File: config.mk
export PLATFORM = sky130hd
export DESIGN_NAME = stack_calc
export DESIGN_NICKNAME = d
export VERILOG_FILES = /design/src/rtl/stk_pkg.sv /design/src/rtl/stk_alu.sv /design/src/rtl/stk_file.sv /design/src/rtl/stack_calc.sv
export SDC_FILE = /design/constraint.sdc
export NUM_CORES = 1
export LEC_CHECK = 0
export ABC_CLOCK_PERIOD_IN_PS = 109000
export BUFFER_PORTS_ARGS = -buffer_cell sky130_fd_sc_hd__clkbuf_2
export CAP_MARGIN = 20
export CELL_PAD_IN_SITES_DETAIL_PLACEMENT = 0
export CELL_PAD_IN_SITES_GLOBAL_PLACEMENT = 1
export CORE_UTILIZATION = 40
export DETAILED_ROUTE_END_ITERATION = 8
export PLACE_DENSITY = 0.79
export SLEW_MARGIN = 15
export SYNTH_ARGS = -nofsm -noshare
export SYNTH_HDL_FRONTEND = slang
export SYNTH_SLANG_ARGS = --single-unit
File: constraint.sdc
create_clock -name clk -period 109 [get_ports clk]
set_input_delay 10.9 -clock clk [delete_from_list [all_inputs] [get_ports clk]]
set_output_delay 10.9 -clock clk [all_outputs]
set_load 0.01 [all_outputs]
File: src/rtl/stk_pkg.sv
package stk_pkg;

    localparam int DATA_W = 16;
    localparam int DEPTH  = 8;
    localparam int DST_W  = 4;

    typedef enum logic [2:0] {
        OP_PUSH = 3'd0,
        OP_POP  = 3'd1,
        OP_SUB  = 3'd2,
        OP_ADD  = 3'd3,
        OP_MUL  = 3'd4,
        OP_DIV  = 3'd5,
        OP_RSV6 = 3'd6,
        OP_RSV7 = 3'd7
    } op_e;

    typedef enum logic [1:0] {
        SC_HOLD,
        SC_PUSH,
        SC_POP,
        SC_FOLD
    } stk_cmd_e;

    typedef struct packed {
        logic ovf;
        logic udf;
        logic dz;
    } err_t;

    function automatic logic is_arith(op_e op);
        return (op == OP_SUB) || (op == OP_ADD) || (op == OP_MUL) || (op == OP_DIV);
    endfunction

endpackage

File: src/rtl/stk_alu.sv
module stk_alu
    import stk_pkg::*;
#(
    parameter int W = DATA_W
) (
    input  op_e          op,
    input  logic [W-1:0] lhs,
    input  logic [W-1:0] rhs,
    output logic [W-1:0] result,
    output logic         div_zero
);
    logic signed [W:0] lhs_x;
    logic signed [W:0] rhs_x;
    logic signed [W:0] quo_x;

    always_comb begin
        lhs_x    = {lhs[W-1], lhs};
        rhs_x    = (rhs == '0) ? (W+1)'(1) : {rhs[W-1], rhs};
        quo_x    = lhs_x / rhs_x;
        div_zero = (op == OP_DIV) && (rhs == '0);
        unique case (op)
            OP_SUB:  result = lhs - rhs;
            OP_ADD:  result = lhs + rhs;
            OP_MUL:  result = lhs * rhs;
            OP_DIV:  result = div_zero ? '0 : quo_x[W-1:0];
            default: result = '0;
        endcase
    end

endmodule

File: src/rtl/stk_file.sv
module stk_file
    import stk_pkg::*;
#(
    parameter int W     = DATA_W,
    parameter int DEPTH_P = DEPTH,
    localparam int IW   = $clog2(DEPTH_P),
    localparam int CW   = IW + 1
) (
    input  logic          clk,
    input  logic          rst,
    input  stk_cmd_e      cmd,
    input  logic [W-1:0]  wdata,
    output logic [W-1:0]  top,
    output logic [W-1:0]  second,
    output logic [CW-1:0] count
);
    localparam logic [CW-1:0] FULL = CW'(DEPTH_P);

    logic [W-1:0]  mem [DEPTH_P];
    logic [CW-1:0] cnt_q;
    logic [CW-1:0] cnt_m1;
    logic [CW-1:0] cnt_m2;

    assign cnt_m1 = cnt_q - CW'(1);
    assign cnt_m2 = cnt_q - CW'(2);
    assign top    = (cnt_q >= CW'(1)) ? mem[cnt_m1[IW-1:0]] : '0;
    assign second = (cnt_q >= CW'(2)) ? mem[cnt_m2[IW-1:0]] : '0;
    assign count  = cnt_q;

    always_ff @(posedge clk) begin
        if (rst) begin
            cnt_q <= '0;
        end else begin
            unique case (cmd)
                SC_PUSH: begin
                    mem[cnt_q[IW-1:0]] <= wdata;
                    cnt_q <= cnt_q + CW'(1);
                end
                SC_POP:  cnt_q <= cnt_m1;
                SC_FOLD: begin
                    mem[cnt_m2[IW-1:0]] <= wdata;
                    cnt_q <= cnt_m1;
                end
                default: cnt_q <= cnt_q;
            endcase
        end
    end

    AST_DEPTH_BOUND: assert property (@(posedge clk) disable iff (rst)
        cnt_q <= FULL) else $error("stack count beyond depth");

    AST_PUSH_GROWS: assert property (@(posedge clk) disable iff (rst)
        (cmd == SC_PUSH) |=> (cnt_q == $past(cnt_q) + CW'(1))) else $error("push did not grow");

    AST_FOLD_SHRINKS: assert property (@(posedge clk) disable iff (rst)
        (cmd == SC_FOLD) |=> (top == $past(wdata))) else $error("fold result not on top");

endmodule

File: src/rtl/stack_calc.sv
module stack_calc
    import stk_pkg::*;
#(
    parameter int W       = DATA_W,
    parameter int DEPTH_P = DEPTH,
    parameter int DW      = DST_W,
    localparam int CW     = $clog2(DEPTH_P) + 1
) (
    input  logic          clk,
    input  logic          rst,
    input  logic          in_valid,
    output logic          in_ready,
    input  logic [2:0]    in_op,
    input  logic [W-1:0]  in_data,
    input  logic [DW-1:0] in_dst,
    output logic          out_valid,
    output logic [W-1:0]  out_data,
    output logic [DW-1:0] out_dst,
    output logic          err_overflow,
    output logic          err_underflow,
    output logic          err_divzero
);
    localparam logic [CW-1:0] FULL = CW'(DEPTH_P);
    localparam logic [CW-1:0] TWO  = CW'(2);

    op_e           op;
    logic          accept;
    stk_cmd_e      cmd;
    logic [W-1:0]  wdata;
    logic [W-1:0]  top;
    logic [W-1:0]  second;
    logic [CW-1:0] cnt;
    logic [W-1:0]  alu_res;
    logic          alu_dz;
    err_t          err_c;
    err_t          err_q;
    logic          pop_c;
    logic          out_valid_q;
    logic [W-1:0]  out_data_q;
    logic [DW-1:0] out_dst_q;

    assign in_ready = ~rst;
    assign accept   = in_valid & in_ready;
    assign op       = op_e'(in_op);

    stk_alu #(.W(W)) u_alu (
        .op       (op),
        .lhs      (second),
        .rhs      (top),
        .result   (alu_res),
        .div_zero (alu_dz)
    );

    stk_file #(.W(W), .DEPTH_P(DEPTH_P)) u_file (
        .clk    (clk),
        .rst    (rst),
        .cmd    (cmd),
        .wdata  (wdata),
        .top    (top),
        .second (second),
        .count  (cnt)
    );

    always_comb begin
        cmd   = SC_HOLD;
        wdata = in_data;
        err_c = '0;
        pop_c = 1'b0;
        if (accept) begin
            if (op == OP_PUSH) begin
                if (cnt == FULL) err_c.ovf = 1'b1;
                else             cmd = SC_PUSH;
            end else if (op == OP_POP) begin
                if (cnt == '0) begin
                    err_c.udf = 1'b1;
                end else begin
                    cmd   = SC_POP;
                    pop_c = 1'b1;
                end
            end else if (is_arith(op)) begin
                if (cnt < TWO) begin
                    err_c.udf = 1'b1;
                end else begin
                    cmd      = SC_FOLD;
                    wdata    = alu_res;
                    err_c.dz = alu_dz;
                end
            end
        end
    end

    always_ff @(posedge clk) begin
        if (rst) begin
            err_q       <= '0;
            out_valid_q <= 1'b0;
            out_data_q  <= '0;
            out_dst_q   <= '0;
        end else begin
            err_q       <= err_c;
            out_valid_q <= pop_c;
            if (pop_c) begin
                out_data_q <= top;
                out_dst_q  <= in_dst;
            end
        end
    end

    assign out_valid     = out_valid_q;
    assign out_data      = out_data_q;
    assign out_dst       = out_dst_q;
    assign err_overflow  = err_q.ovf;
    assign err_underflow = err_q.udf;
    assign err_divzero   = err_q.dz;

    AST_NO_OVERFLOW: assert property (@(posedge clk) disable iff (rst)
        (accept && in_op == 3'd0 && cnt == FULL) |=> (err_overflow && $stable(cnt)))
        else $error("full push not rejected");

    AST_POP_EMPTY: assert property (@(posedge clk) disable iff (rst)
        (accept && in_op == 3'd1 && cnt == '0) |=> (err_underflow && !out_valid))
        else $error("empty pop not flagged");

    AST_ARITH_SHORT: assert property (@(posedge clk) disable iff (rst)
        (accept && in_op >= 3'd2 && in_op <= 3'd5 && cnt < TWO) |=> (err_underflow && $stable(cnt)))
        else $error("short arithmetic not flagged");

    AST_DIV_ZERO: assert property (@(posedge clk) disable iff (rst)
        (accept && in_op == 3'd5 && cnt >= TWO && top == '0) |=> (err_divzero && top == '0))
        else $error("divide by zero mishandled");

    AST_POP_SOURCE: assert property (@(posedge clk) disable iff (rst)
        out_valid |-> $past(accept && in_op == 3'd1))
        else $error("output without pop");

    AST_ERR_EXCLUSIVE: assert property (@(posedge clk) disable iff (rst)
        $onehot0({err_overflow, err_underflow, err_divzero}))
        else $error("several errors at once");

    AST_RESERVED_IDLE: assert property (@(posedge clk) disable iff (rst)
        (accept && in_op >= 3'd6) |=> ($stable(cnt) && !out_valid && !err_underflow && !err_overflow))
        else $error("reserved opcode had effect");

endmodule

**Word level (Yosys, flattened, before mapping)**

Memory sizes are Yosys's and may differ from the RTL's.
Cells that the tools add are included.
W data, S select, Z words.

- Bits in registers: 28
- Output and inout port bits: 25
- Memories: 1
- Logic and storage cells: 82
- Bits of input ports: 26
- Memory bits (writable): 128

Memory list:

| memory | words | bits a word | read ports | clocked after memory_dff | wr ports | line | source |
|---|---|---|---|---|---|---|---|
| u_file.mem | 8 | 16 | 2 | 0 | 1 | stk_file.sv:19 | `logic [W-1:0] mem [DEPTH_P];` |

- Eq/ne operators: 9
- Muxes and demuxes: 37
- Div/mod/pow operators: 1
- Order comparisons: 3
- Reductions and logical operators: 13
- $add $sub $neg: 5
- Multiply operators: 1
- Bitwise logic cells: 5

Operators by type and width:

| cell | count |
|---|---|
| $mux W16 | 9 |
| $pmux W16 S4 | 1 |
| $div A17 B17 Y17 | 1 |
| $mux W1 | 17 |
| $mux W17 | 1 |
| $add A16 B16 Y16 | 1 |
| $logic_not A16 Y1 | 1 |
| $mul A16 B16 Y16 | 1 |
| $reduce_or A16 Y1 | 1 |
| $sub A16 B16 Y16 | 1 |
| $mux W2 | 7 |
| $pmux W4 S2 | 1 |
| $eq A3 B2 Y1 const B | 2 |
| $eq A3 B3 Y1 const B | 2 |
| $reduce_or A3 Y1 | 2 |
| $reduce_or A6 Y1 | 1 |
| $add A4 B1 Y4 const B | 1 |
| $eq A2 B2 Y1 const B | 2 |
| $eq A4 B4 Y1 const B | 1 |
| $ge A4 B1 Y1 const B | 1 |
| $ge A4 B2 Y1 const B | 1 |
| $logic_not A4 Y1 | 1 |
| $lt A4 B2 Y1 const B | 1 |
| $not A1 Y1 | 4 |
| other kinds (11) | 13 |

**Depth between registers and ports, before layout**

- Depth after elaboration: 14
- Depth in mapped cells: 207
- Depth with buffers taken out: 186

**Hierarchy**

From an unflattened synthesis, not the netlist that was laid out.

- Cell total of the unflattened synthesis: 2534
- Area total of the unflattened synthesis: 22226.3 sq um

Modules (own cells, without submodules):

| module | cells each | sequential area each (sq um) | area an instance (sq um) | instances |
|---|---|---|---|---|
| stk_alu | 1997 | 0.0 | 14551.5 | 1 |
| stk_file | 428 | 3923.8 | 6463.7 | 1 |
| stack_calc | 109 | 480.5 | 1211.2 | 1 |

**Least setup slack after synthesis**

No wires, ideal clock.

- Kind: register to register
- From: reg u_file.cnt_q[0] (netlist: u_file.count[0])
- To: mem u_file.mem[0][8] (netlist name) (data pin)
- Data required time: 108.763 ns
- Library setup time: 0.237 ns
- Stages on the path, launching flop included: 198
- Slack: 69.988 ns
- Buffers on the path: 21
- Clock period less this slack: 39.012 ns
- Data arrival time: 38.775 ns
- Path through: dfxtp_1 > buf_6 > buf_12 > buf_4 > buf_2 > clkbuf_1 > inv_1 > ha_1 > xnor2_2 > clkbuf_1 > buf_2 > a22o_1 > inv_1 > ha_1 > and3_1 > buf_2 > a31oi_1 > ha_1 > (+162 left out) > clkbuf_1 > o21ai_0 > ha_1 > o21a_1 > o21a_1 > o21a_1 > o21ai_0 > a21boi_0 > o21a_1 > o21ai_0 > a21boi_0 > o22ai_1 > ha_1 > and3_1 > a21oi_1 > xnor2_1 > nand2_1 > a31oi_1

- Longest elaborated chain between the ends: 14
- Elaborated cells on any way between the ends: 23
- Classes of those cells: 4 x add/sub; 1 x mul; 1 x div; 3 x order compare; 11 x mux; 2 x reduce/logical; 1 x memory

Ends and longest elaborated chain:

| element | line | source |
|---|---|---|
| start, declared | stk_file.sv:20 | `logic [CW-1:0] cnt_q;` |
| start signal, assigned | stk_file.sv:37 | `cnt_q <= cnt_q + CW'(1);` |
| start signal, assigned | stk_file.sv:39 | `SC_POP: cnt_q <= cnt_m1;` |
| start signal, assigned | stk_file.sv:42 | `cnt_q <= cnt_m1;` |
| $sub A4 B1 Y4 | stk_file.sv:24 | `assign cnt_m1 = cnt_q - CW'(1);` |
| $mem_v2 Z8 W16 | -- |  |
| $mux W16 | stk_file.sv:26 | `assign top = (cnt_q >= CW'(1)) ? mem[cnt_m1[IW-1:0]] : '0;` |
| $logic_not A16 Y1 | stk_alu.sv:18, stk_alu.sv:20 |  |
| $mux W17 | stk_alu.sv:18 | `rhs_x = (rhs == '0) ? (W+1)'(1) : {rhs[W-1], rhs};` |
| $div A17 B17 Y17 | stk_alu.sv:19 | `quo_x = lhs_x / rhs_x;` |
| $mux W16 | stk_alu.sv:25 | `OP_DIV: result = div_zero ? '0 : quo_x[W-1:0];` |
| $pmux W16 S4 | stk_alu.sv:21 | `unique case (op)` |
| $mux W16 * | stack_calc.sv:81 | `if (cnt < TWO) begin` |
| $mux W16 * | stack_calc.sv:80 | `end else if (is_arith(op)) begin` |
| $mux W16 * | stack_calc.sv:73 | `end else if (op == OP_POP) begin` |
| $mux W16 * | stack_calc.sv:70 | `if (op == OP_PUSH) begin` |
| $mux W16 * | stack_calc.sv:69 | `if (accept) begin` |
| named net u_file.wdata[8] | stk_file.sv:12 | `input logic [W-1:0] wdata,` |
| $mux W16 (no line) * | -- |  |
| end, declared | stk_file.sv:19 |  |

Mark *: on every way through the listed nets, which the timed path passes. The rest lies on a longest branch.

**Final worst setup path**

- From: reg u_file.cnt_q[1] (netlist: u_file.count[1])
- To: mem u_file.mem[3][2] (netlist name) (data pin)

Same word-level chain as after synthesis.

==> metrics.cfg <==
[run_status]
status = finished, final reports clean

[yosys]
postSynthNetCount = 2680
yosysWarnings = 0
synth_cell_types = 102
yosysSeqAreaShare = 0.2114
ys_ff_latch = 156
async_flop_share = 0
syn-cell-area_mm2 = 0.02083
synth_ff_type = edfxtp_1
avgSynthCellArea_um2 = 8.887
netlist_instances = 2344
synth-edff-count = 128

[setup_path]
path_depth = 177
cp_slowest_cell = o21ai_0
crit_top_cell = o21a_1
reg2reg_from = u_file.count[1]$_SDFFE_PP0P_
slowest_delay_ns = 0.79
timing.rr.end = u_file.mem[3][2]$_DFFE_PP_
worstSetupStartpoint = u_file.count[1]$_SDFFE_PP0P_
worstRegToRegCells = 177
crit_arrival_ns = 45.08
end_kind = flip-flop
path_class = flip-flop to flip-flop
startpoint_type = flip-flop
path_buf_inv = 10
worstSetupEndpoint = u_file.mem[3][2]$_DFFE_PP_
r2r_slack_ns = 64.04
cp_max_fo = 44
worstPathRequired_ns = 109.12
cp_top_family = compound AO/OA/AOI/OAI gates

[global_route]
grt_max_degree = 45
gr-total-overflow = 0
grt_pass1_vias = 18050
grt_pass1_wl_um = 107500
track_usage = 0.2643
antenna_found_initial = 1

[min_path]
hold_class = flip-flop to flip-flop

[floorplan]
boundaryPins = 51
dieArea_mm2 = 0.05299
core_area_mm2 = 0.05141
initial_core_util = 0.4052
die_x_um = 230.2
dieHeight_um = 230.2
row_count = 83

[clocking]
cts_max_level = 4
clock_latency_ns = 0.45
cts_resized = 0
clkSinkCount = 156
hold_buffers = 0
root_buffer = clkbuf_16
cts_made_buffers = 17
clockBufferDepth = 2
cts_tree = yes
clk_pin_slew_worst_paths_ns = 0.06
cts_setup_buffers = 0

[final_layout]
area_growth_pct = 7.550
layout.area.seq_mm2 = 0.004409
nNetsFinal = 2689
fillers = 5000
drive_above_1_share = 0.1175
multi_input_area_mm2 = 0.01539

[timing]
fmaxAchievable_ghz = 0.02224
timing.final.crit_period_ns = 44.96
drv_slew = 0
finalHoldViolCount = 0
post-route-period-util = 0.4125
rsz0062_at_grt = false
worstMarginPinSlew_ns = 1.095
setup_viol = 0
slew_headroom = 0.2666
holdWs_ns = 0.4567
clock_skew_ns = 0.01759
fin_setup_tns_ns = 0

[detailed_routing]
vias = 18580
vias_per_cell = 6.100
drc = 0
wl_per_cell_um = 22.98
first_pass_iters = 6
antenna_left = 0
drtIter0Drc = 1704
totalWireLength_um = 70000

[place]
numPortBuffers = 50
place_hpwl_um = 53360
gp_congestion = 0.9561

[flow_run]
maxCapViolCount = 0

-- cell usage in the layout (no fill, tap or decap), drive strengths merged, types with 49 or more instances in the layout --
cell and n:
a21oi 112, clkbuf 67, edfxtp 128, fa 81, ha 229, inv 170, mux4 62, nand2 248
nand3 53, nor2 201, nor3 97, o21a 77, o21ai 113, xnor2 111, xor2 49
-- registers in the layout, summed over array words and instances (netlist names) --
signal         cells
u_file.mem       128
out_valid          1
u_file.count       4
out_dst            4
err_overflow       1
err_underflow      1
err_divzero        1
out_data          16
-- how the worst min path moves through the flow --
| stage | start | endpoint | depth (start not counted) |
|---|---|---|---|
| global route | out_data[7]$_SDFFE_PP0P_ | out_data[7]$_SDFFE_PP0P_ | 2 |
| CTS | out_data[7]$_SDFFE_PP0P_ | out_data[7]$_SDFFE_PP0P_ | 2 |
| finish | out_data[7]$_SDFFE_PP0P_ | out_data[7]$_SDFFE_PP0P_ | 2 |
| global placement | out_dst[2]$_SDFFE_PP0P_ | out_dst[2]$_SDFFE_PP0P_ | 2 |
| detailed placement | out_data[7]$_SDFFE_PP0P_ | out_data[7]$_SDFFE_PP0P_ | 2 |
| floorplan | out_dst[0]$_SDFFE_PP0P_ | out_dst[0]$_SDFFE_PP0P_ | 2 |
-- tightest hold or removal path, delay by kind of cell (launching register included) --
| kind | cells | cell delay (ns) |
|---|---|---|
| flip-flops | 1 | 0.31 |
| AND/OR/NAND/NOR | 2 | 0.10 |
-- stage by stage --
stage                     utilization  cells  worst slack [ns]  instance area, µm²
after floorplan                     -   2344             69.99               20830
after global placement         0.4253   3014             66.38               21860
after detailed placement       0.4253   3014             65.13               21860
after CTS                      0.4358   3045             64.93               22400
after global routing           0.4358   3045             60.73               22400
final                          0.4358   3046             64.04               22400
-- layer usage --
metal	vias up	wire length (µm)	global-route usage
li1	8530	-	-
met1	9082	30040	0.3630
met2	832	31380	0.4113
met3	137	5924	0.04588
met4	0	2652	0.1047
met5	-	0	0
-- cells by family after synthesis --
| family | after synthesis | share of synthesized area |
|---|---|---|
| and+or+nand+nor | 780 | 0.1759 |
| AOI/OAI and AO/OA | 546 | 0.1789 |
| adders and majority gates | 311 | 0.2159 |
| buffers and inverters | 272 | 0.05322 |
| xor gates and xnor gates | 160 | 0.06853 |
| DFF | 156 | 0.2114 |
| muxes | 117 | 0.09580 |
| other | 2 | 0.0003605 |
-- cell usage after synthesis (13+ instances only) --
cell type	n	area share
or3_1	23	0.0069
edfxtp_1	128	0.18
nor2b_1	16	0.0048
o21ai_0	97	0.023
nand3_1	53	0.013
a21o_1	29	0.010
nor3_1	94	0.023
a31oi_1	34	0.010
fa_1	81	0.078
mux4_2	62	0.067
dfxtp_1	28	0.027
and2_1	35	0.011
o21a_1	77	0.028
mux2i_1	28	0.013
nor2_1	197	0.035
mux2_2	23	0.012
o31ai_1	19	0.0068
nand2_1	246	0.044
clkbuf_1	74	0.013
xor2_1	49	0.021
a21oi_1	111	0.027
inv_1	164	0.030
xnor2_1	109	0.046
a22o_1	13	0.0055
nand2b_1	27	0.0081
buf_2	20	0.0048
and3_1	18	0.0054
ha_1	229	0.14
-- layout make-up --
type | count | area share
antenna | 1 | 0.0001117
clock buffer | 17 | 0.01899
sequential | 156 | 0.1968
multi-input combinational | 1916 | 0.6868
inverter | 167 | 0.02798
timing repair buffer | 95 | 0.02625
clock inverter | 14 | 0.005138
tap | 680 | 0.03798
Power is left out: the tool's default activity adds up to more than one toggle a clock period on the data nets, which glitch-free logic cannot reach.
